--- src/rtl/npc_pkg.sv ---
package npc_pkg;
  localparam int OP_W = 6;

  localparam logic [OP_W-1:0] OP_SPECIAL = 6'd0;
  localparam logic [OP_W-1:0] OP_JMP     = 6'd2;
  localparam logic [OP_W-1:0] OP_JMPL    = 6'd3;
  localparam logic [OP_W-1:0] OP_BEQ     = 6'd4;
  localparam logic [OP_W-1:0] OP_BNE     = 6'd5;
  localparam logic [OP_W-1:0] OP_BLEZ    = 6'd6;
  localparam logic [OP_W-1:0] OP_BGTZ    = 6'd7;

  localparam logic [OP_W-1:0] FN_JREG    = 6'd8;
  localparam logic [OP_W-1:0] FN_JREGL   = 6'd9;

  typedef enum logic [1:0] {
    SEL_SEQ = 2'd0,
    SEL_BR  = 2'd1,
    SEL_JMP = 2'd2,
    SEL_REG = 2'd3
  } npc_sel_e;
endpackage

--- src/rtl/npc_cond.sv ---
module npc_cond
  import npc_pkg::*;
#(
  parameter int XLEN = 32
) (
  input  logic [OP_W-1:0] opcode_i,
  input  logic [XLEN-1:0] rs_val_i,
  input  logic [XLEN-1:0] rt_val_i,
  output logic            take_o
);
  logic eq, rs_neg, rs_zero;

  assign eq      = (rs_val_i == rt_val_i);
  assign rs_neg  = rs_val_i[XLEN-1];
  assign rs_zero = (rs_val_i == '0);

  always_comb begin
    unique case (opcode_i)
      OP_BEQ:  take_o = eq;
      OP_BNE:  take_o = !eq;
      OP_BLEZ: take_o = rs_neg || rs_zero;
      OP_BGTZ: take_o = !rs_neg && !rs_zero;
      default: take_o = 1'b0;
    endcase
  end
endmodule

--- src/rtl/npc_ctrl.sv ---
module npc_ctrl
  import npc_pkg::*;
#(
  parameter int IDX_W = 5
) (
  input  logic [OP_W-1:0]  opcode_i,
  input  logic [OP_W-1:0]  funct_i,
  input  logic             take_i,
  input  logic [1:0]       rs_low_i,
  input  logic [IDX_W-1:0] rd_idx_i,
  output npc_sel_e         sel_o,
  output logic             misalign_o,
  output logic             link_we_o,
  output logic [IDX_W-1:0] link_idx_o
);
  localparam logic [IDX_W-1:0] LINK_REG = {IDX_W{1'b1}};

  logic is_ind, is_indl, bad_low;

  assign is_ind  = (opcode_i == OP_SPECIAL) &&
                   ((funct_i == FN_JREG) || (funct_i == FN_JREGL));
  assign is_indl = (opcode_i == OP_SPECIAL) && (funct_i == FN_JREGL);
  assign bad_low = (rs_low_i != 2'b00);

  always_comb begin
    sel_o      = SEL_SEQ;
    misalign_o = 1'b0;
    link_we_o  = 1'b0;
    link_idx_o = '0;
    if (opcode_i == OP_JMP || opcode_i == OP_JMPL) begin
      sel_o = SEL_JMP;
      if (opcode_i == OP_JMPL) begin
        link_we_o  = 1'b1;
        link_idx_o = LINK_REG;
      end
    end else if (take_i) begin
      sel_o = SEL_BR;
    end else if (is_ind) begin
      if (bad_low) begin
        misalign_o = 1'b1;
      end else begin
        sel_o = SEL_REG;
        if (is_indl && rd_idx_i != '0) begin
          link_we_o  = 1'b1;
          link_idx_o = rd_idx_i;
        end
      end
    end
  end
endmodule

--- src/rtl/npc_target.sv ---
module npc_target
  import npc_pkg::*;
#(
  parameter int XLEN   = 32,
  parameter int OFF_W  = 16,
  parameter int JIDX_W = 26
) (
  input  logic [XLEN-1:0]   pc_i,
  input  logic [XLEN-1:0]   rs_val_i,
  input  logic [OFF_W-1:0]  off_i,
  input  logic [JIDX_W-1:0] jidx_i,
  input  npc_sel_e          sel_i,
  output logic [XLEN-1:0]   next_pc_o,
  output logic [XLEN-1:0]   link_val_o
);
  localparam int REGION_W = XLEN - JIDX_W - 2;
  localparam int EXT_W    = XLEN - OFF_W - 2;
  localparam logic [XLEN-1:0] WORD = XLEN'(4);

  logic [XLEN-1:0] seq_pc, br_pc, jmp_pc, br_disp;

  assign seq_pc     = pc_i + WORD;
  assign link_val_o = seq_pc + WORD;
  assign br_disp    = {{EXT_W{off_i[OFF_W-1]}}, off_i, 2'b00};
  assign br_pc      = seq_pc + br_disp;
  assign jmp_pc     = {seq_pc[XLEN-1 -: REGION_W], jidx_i, 2'b00};

  always_comb begin
    unique case (sel_i)
      SEL_BR:  next_pc_o = br_pc;
      SEL_JMP: next_pc_o = jmp_pc;
      SEL_REG: next_pc_o = rs_val_i;
      default: next_pc_o = seq_pc;
    endcase
  end
endmodule

--- src/rtl/npc_unit.sv ---
module npc_unit
  import npc_pkg::*;
#(
  parameter int XLEN   = 32,
  parameter int IDX_W  = 5,
  parameter int OFF_W  = 16,
  parameter int JIDX_W = 26
) (
  input  logic [XLEN-1:0]   pc_i,
  input  logic [OP_W-1:0]   opcode_i,
  input  logic [OP_W-1:0]   funct_i,
  input  logic [XLEN-1:0]   rs_val_i,
  input  logic [XLEN-1:0]   rt_val_i,
  input  logic [IDX_W-1:0]  rd_idx_i,
  input  logic [OFF_W-1:0]  off_i,
  input  logic [JIDX_W-1:0] jidx_i,
  output logic [XLEN-1:0]   next_pc_o,
  output logic              link_we_o,
  output logic [IDX_W-1:0]  link_idx_o,
  output logic [XLEN-1:0]   link_val_o,
  output logic              misalign_o
);
  localparam int REGION_W = XLEN - JIDX_W - 2;

  logic     take;
  npc_sel_e sel;

  npc_cond #(.XLEN(XLEN)) i_cond (
    .opcode_i (opcode_i),
    .rs_val_i (rs_val_i),
    .rt_val_i (rt_val_i),
    .take_o   (take)
  );

  npc_ctrl #(.IDX_W(IDX_W)) i_ctrl (
    .opcode_i   (opcode_i),
    .funct_i    (funct_i),
    .take_i     (take),
    .rs_low_i   (rs_val_i[1:0]),
    .rd_idx_i   (rd_idx_i),
    .sel_o      (sel),
    .misalign_o (misalign_o),
    .link_we_o  (link_we_o),
    .link_idx_o (link_idx_o)
  );

  npc_target #(.XLEN(XLEN), .OFF_W(OFF_W), .JIDX_W(JIDX_W)) i_target (
    .pc_i       (pc_i),
    .rs_val_i   (rs_val_i),
    .off_i      (off_i),
    .jidx_i     (jidx_i),
    .sel_i      (sel),
    .next_pc_o  (next_pc_o),
    .link_val_o (link_val_o)
  );

  logic [XLEN-1:0] pc_plus4;
  assign pc_plus4 = pc_i + XLEN'(4);

  always_comb begin
    if (misalign_o)
      assert_misalign_hold_R9: assert (next_pc_o == pc_plus4 && !link_we_o);
    if (link_we_o)
      assert_link_nonzero_R10: assert (link_idx_o != '0);
    if (link_we_o)
      assert_link_value_R6: assert (link_val_o == pc_plus4 + XLEN'(4));
    if (link_we_o)
      assert_link_source_R11: assert (opcode_i == OP_JMPL ||
                                      (opcode_i == OP_SPECIAL && funct_i == FN_JREGL));
    if (opcode_i == OP_JMP || opcode_i == OP_JMPL)
      assert_jump_region_R2: assert (next_pc_o[XLEN-1 -: REGION_W] == pc_plus4[XLEN-1 -: REGION_W]
                                     && next_pc_o[1:0] == 2'b00);
  end
endmodule

--- config.mk ---
export PLATFORM = sky130hd
export DESIGN_NAME = npc_unit
export DESIGN_NICKNAME = d
export VERILOG_FILES = /design/src/rtl/npc_pkg.sv /design/src/rtl/npc_cond.sv /design/src/rtl/npc_ctrl.sv /design/src/rtl/npc_target.sv /design/src/rtl/npc_unit.sv
export SDC_FILE = /design/constraint.sdc
export NUM_CORES = 1
export LEC_CHECK = 0
export BUFFER_PORTS_ARGS = -buffer_cell sky130_fd_sc_hd__buf_2
export CAP_MARGIN = 25
export CORE_ASPECT_RATIO = 1.5
export CORE_MARGIN = 5
export CORE_UTILIZATION = 49
export DETAILED_ROUTE_END_ITERATION = 8
export PLACE_DENSITY = 0.85
export SLEW_MARGIN = 20
export SYNTH_ARGS = -nofsm -noshare
export SYNTH_HDL_FRONTEND = slang
export SYNTH_SLANG_ARGS = --single-unit
--- constraint.sdc ---
create_clock -name vclk -period 6.9
set_input_delay 1.38 -clock vclk [all_inputs]
set_output_delay 1.38 -clock vclk [all_outputs]
set_load 0.05 [all_outputs]
After elaboration in Yosys (flattened, before gate mapping)
Cells that the tools add are included.
- memory bits (read-only): 0
- bits in writable memories: 0
- memories kept: 0
- bits in latches: 0
- input port bits: 155
- flip-flop bits (word level): 0
- add/sub/neg operators: 3
- equal/unequal tests: 12
- reduce and logical (&&, ||, !) cells: 14
- order comparisons: 0
- bitwise gates (word level): 0
- mux-type cells: 22
- $mul: 0
- shift operators: 0
- div/mod/pow operators: 0
- operators by type and width (kind ; number):
    $pmux 32 s3 ; 1
    $add 32x3->32 const B ; 2
    $add 32x32->32 ; 1
    $eq 32x32->1 ; 1
    $logic_not 32->1 ; 1
    $mux 5 ; 6
    $eq 6x3->1 const B ; 4
    $eq 6x2->1 const B ; 2
    $eq 6x4->1 const B ; 2
    $mux 1 ; 10
    $mux 2 ; 4
    $logic_not 6->1 ; 1
    $reduce_bool 5->1 ; 1
    $eq 2x2->1 const B ; 2
    $logic_and 1x1->1 ; 4
    $pmux 1 s4 ; 1
    $logic_not 1->1 ; 3
    $logic_or 1x1->1 ; 3
    $eq 2x1->1 const B ; 1
    $reduce_bool 2->1 ; 1

Longest topological paths before layout
- depth after elaboration: 8
- gate-level depth with buffers: 17
- depth with buffers taken out: 16

Cells and area by module
From an unflattened synthesis, not the netlist that was laid out.
- cells, all modules: 593
- area total of the unflattened synthesis: 4491.8 µm²
- modules (own cells, without submodules) (module ; area an instance (µm²) ; instances ; cells an instance):
    npc_target ; 3828.7 ; 1 ; 502
    npc_cond ; 480.5 ; 1 ; 63
    npc_ctrl ; 182.7 ; 1 ; 28

Worst setup path after synthesis
Ideal clock, no wire load.
- path type: input to output
- start: input port pc_i[2]
- end: output port next_pc_o[30]
- path buffers: 0
- arrival time: 5335 ps
- stages on the path: 14
- required time: 5520 ps
- slack: 185 ps
- cell sequence: ha_1 -> nand3_2 -> or3_4 -> nor3_2 -> nand2_1 -> xnor2_4 -> ha_1 -> nand2_1 -> o21ai_0 -> a21o_1 -> a2111o_1 -> a41oi_1 -> o221ai_1 -> o21ai_0
- cells in the longest elaborated chain, start to end: 3
- RTL lines (what ; line ; source):
    start: declaration ; npc_unit.sv:9 ; input logic [XLEN-1:0] pc_i,
    $add 32x3->32 (*) ; -- ;
    $add 32x32->32 ; npc_target.sv:25 ; assign br_pc = seq_pc + br_disp;
    $pmux 32 s3 (*) ; npc_target.sv:29 ; unique case (sel_i)
    end: declaration ; npc_unit.sv:17 ; output logic [XLEN-1:0] next_pc_o,
Every way passes the cells marked *; elsewhere a longest branch is shown, timed or not.

Final worst setup path
- start: input port pc_i[2]
- end: output port next_pc_o[31]
Same word-level chain as after synthesis.

==> key figures <==
Cells and area
  • CLK BUF: 0
  • Register area: 0 um2
  • Final nets: 1058
  • Area Growth Syn to Fin: 28.88%
  • Fill count: 856
  • Layout Utilization: 0.6446
  • Share of cells above drive strength 1: 0.3214
  • Count of flip-flops and latches: 0
  • N_diodes: 0

Timing
  • Crit share post-route: 0.9532
  • Tmin final: 6.577 ns
  • Fin. max-slew vios: 0
  • Setup violators final: 0
  • Max-slew headroom at the worst pin: 0.3789
  • Final TNS setup: 0 ns
  • Unrepaired setup endpoints after global routing: false
  • Fin. Hold Viols: 0
  • Worst-Margin Slew: 0.9245 ns
  • Fin Hold WS: 3.059 ns
  • Max Clock Freq: 152.0 MHz

Min path
  • Cells on Worst Hold Path: 2
  • Worst-case hold path end point: link_val_o[1]
  • Worst hold start: pc_i[1]
  • HP Class: primary input to output port

Global routing
  • Most crowded layer after global routing: met2
  • Gr usage total: 0.3181
  • GRT Residual Overflow: 0
  • Routing usage on met1: 0.3564
  • Met2 Usage GRT: 0.5777
  • Vias in the first global route: 5738
  • First-pass GRT wire length: 28.57 mm
  • Largest net degree at the start of global routing: 33
  • Met3 Use GR: 0.04510
  • Initial antenna violation count: 0

Yosys
  • Yosys warnings: 0
  • Synth Instances: 658
  • Area contributors post-synth: xnor2_1, ha_1, a21oi_1
  • Netlist Area Pre-Place: 0.004389 mm2
  • Post-synth cell types: 68
  • Area leader, netlist: xnor2_1
  • Synthesized netlist net count: 846
  • Share of the synthesized area in the top cell type: 0.1576
  • Most frequent cells after synthesis: xnor2_1, nand2_1, a21oi_1
  • Post-synthesis sequential area ratio: 0
  • Syn avg cell area: 6.671 um2
  • Most frequent cell after synthesis: xnor2_1

Setup path
  • CP Launch Point: pc_i[2]
  • Critical path type: primary input to output port
  • Worst Setup Start Kind: primary input
  • Worst-path maximum fanout: 9
  • Critical path data arrival time: 5.20 ns
  • Setup crit end kind: output port
  • WP data required: 5.52 ns

Power
  • Net Switching: 313.4 uW
  • Internal cell power: 171.7 uW
  • Clk pwr share: 0
  • Sw Ratio: 0.6461
  • Seq pwr share: 0
  • P per Cell Area: 85.75 mW/mm2
  • Leakage power: 0.002568 uW
  • Logic pwr share: 1.000
  • Peak supply drop: 0.00007514 V

Placement
  • Final GP Congestion: 1.046
  • IO Port Bufs: 226
  • Post-DP HPWL: 16.20 mm

Routing
  • DRC Markers: 0
  • Vias post-DR: 5970
  • Routed WL per cell: 19.23 um
  • Total routed wirelength: 18.81 mm
  • Post-DRT Antenna Nets: 0
  • First-pass iteration count of the detailed router: 5
  • 1st-iter DRT viols: 397
  • Vias/cell: 6.104

Floorplan
  • Core area: 0.008776 mm2
  • Die Footprint: 0.01099 mm2
  • Initial Util: 0.5001
  • Die Wd: 87.28 um
  • I/O pin total: 226
  • Die Height: 125.9 um
  • # rows: 42

Job
  • Max Cap Viol: 0

CTS
  • # hold bufs at CTS: 0

Run status
  • Status: completed
==> cells by family after synthesis <==
kind of cell | Yosys count | synth area share
and+or+nand+nor | 268 | 0.3292
AOI/OAI and AO/OA | 183 | 0.2711
xor gates and xnor gates | 112 | 0.2397
buffers and inverters | 60 | 0.05958
adders and majority gates | 33 | 0.09578
muxes | 2 | 0.004561
==> worst max path at each step <==
stage | end | slack [ns] | cells past startpoint
2_1_floorplan | next_pc_o[30] | 0.19 | 14
3_3_place_gp | next_pc_o[30] | 0.33 | 16
3_5_place_dp | next_pc_o[31] | 0.25 | 17
4_1_cts | next_pc_o[31] | 0.24 | 17
5_1_grt | next_pc_o[31] | 0.03 | 17
6_report | next_pc_o[31] | 0.32 | 17
==> placed cells by master, fill, tap and decap left out, drive strengths merged, types with 3 or more instances in the layout <==
cell,synthesis,layout
buf,10,244
or3,4,4
a21boi,3,3
o311ai,4,4
inv,26,26
nor2b,7,7
a21oi,57,57
nand2b,9,9
nand4b,3,3
o21a,4,4
nand3,43,43
xor2,25,25
nor4b,3,3
a221oi,11,11
and2,6,6
a211oi,4,4
xnor2,87,87
o211ai,8,8
and3,10,10
a21o,11,11
o21bai,3,3
nand4,23,23
a211o,3,3
a22oi,17,17
a31oi,9,9
a221o,5,5
o21ai,31,31
nor3,23,23
nor2,56,56
ha,32,32
nand2,61,61
nor4,10,10
==> repair_timing <==
item,in CTS,in global routing
endpoints found under the hold margin,0,0
buffers inserted,0,0
gates resized for setup,0,6
setup endpoints to repair,0,8
==> critical path, cell delays in order <==
cell and delay (ns):
buf_2 0.19, ha_1 0.29, nand3_2 0.17, or3_4 0.45, nor3_2 0.18, xnor2_1 0.29
inv_1 0.09, ha_1 0.43, nand2_1 0.08, nor2_1 0.16, nand4_1 0.13, o311ai_1 0.41
a31oi_1 0.14, o21ai_0 0.21, xnor2_1 0.10, a221o_1 0.28, buf_2 0.21
==> layout make-up <==
class                      count  area [um2]  area share
multi-input combinational    598        4155      0.7346
tap                          110       137.6     0.02433
inverter                      26       97.59     0.01725
timing repair buffer         244        1266      0.2238
==> metrics by stage <==
| step | instances | setup slack (ns) | total power, uW | cell area [um2] |
|---|---|---|---|---|
| 2_1_floorplan | 658 | 0.1854 | 326.1 | 4389 |
| 3_3_place_gp | 978 | 0.3275 | 474.1 | 5638 |
| 3_5_place_dp | 978 | 0.2499 | 475.4 | 5638 |
| 4_1_cts | 978 | 0.2407 | 477.7 | 5638 |
| 5_1_grt | 978 | 0.03071 | 518.4 | 5657 |
| 6_report | 978 | 0.3227 | 485.1 | 5657 |
==> power groups by stage <==
stage / combinational (uW) / sequential (uW) / clock [uW]
after detailed placement: 475 / 0 / 0
after floorplan: 326 / 0 / 0
after global routing: 518 / 0 / 0
after CTS: 478 / 0 / 0
after global placement: 474 / 0 / 0
final: 485 / 0 / 0
==> metal layers <==
layer,wire [um],vias to the layer above,share of wire
met3,1607,72,0.085
met1,6908,2731,0.37
li1,-,2845,-
met5,0,-,0
met2,9326,322,0.50
met4,968,0,0.051
Power figures use the tool's default switching activity.
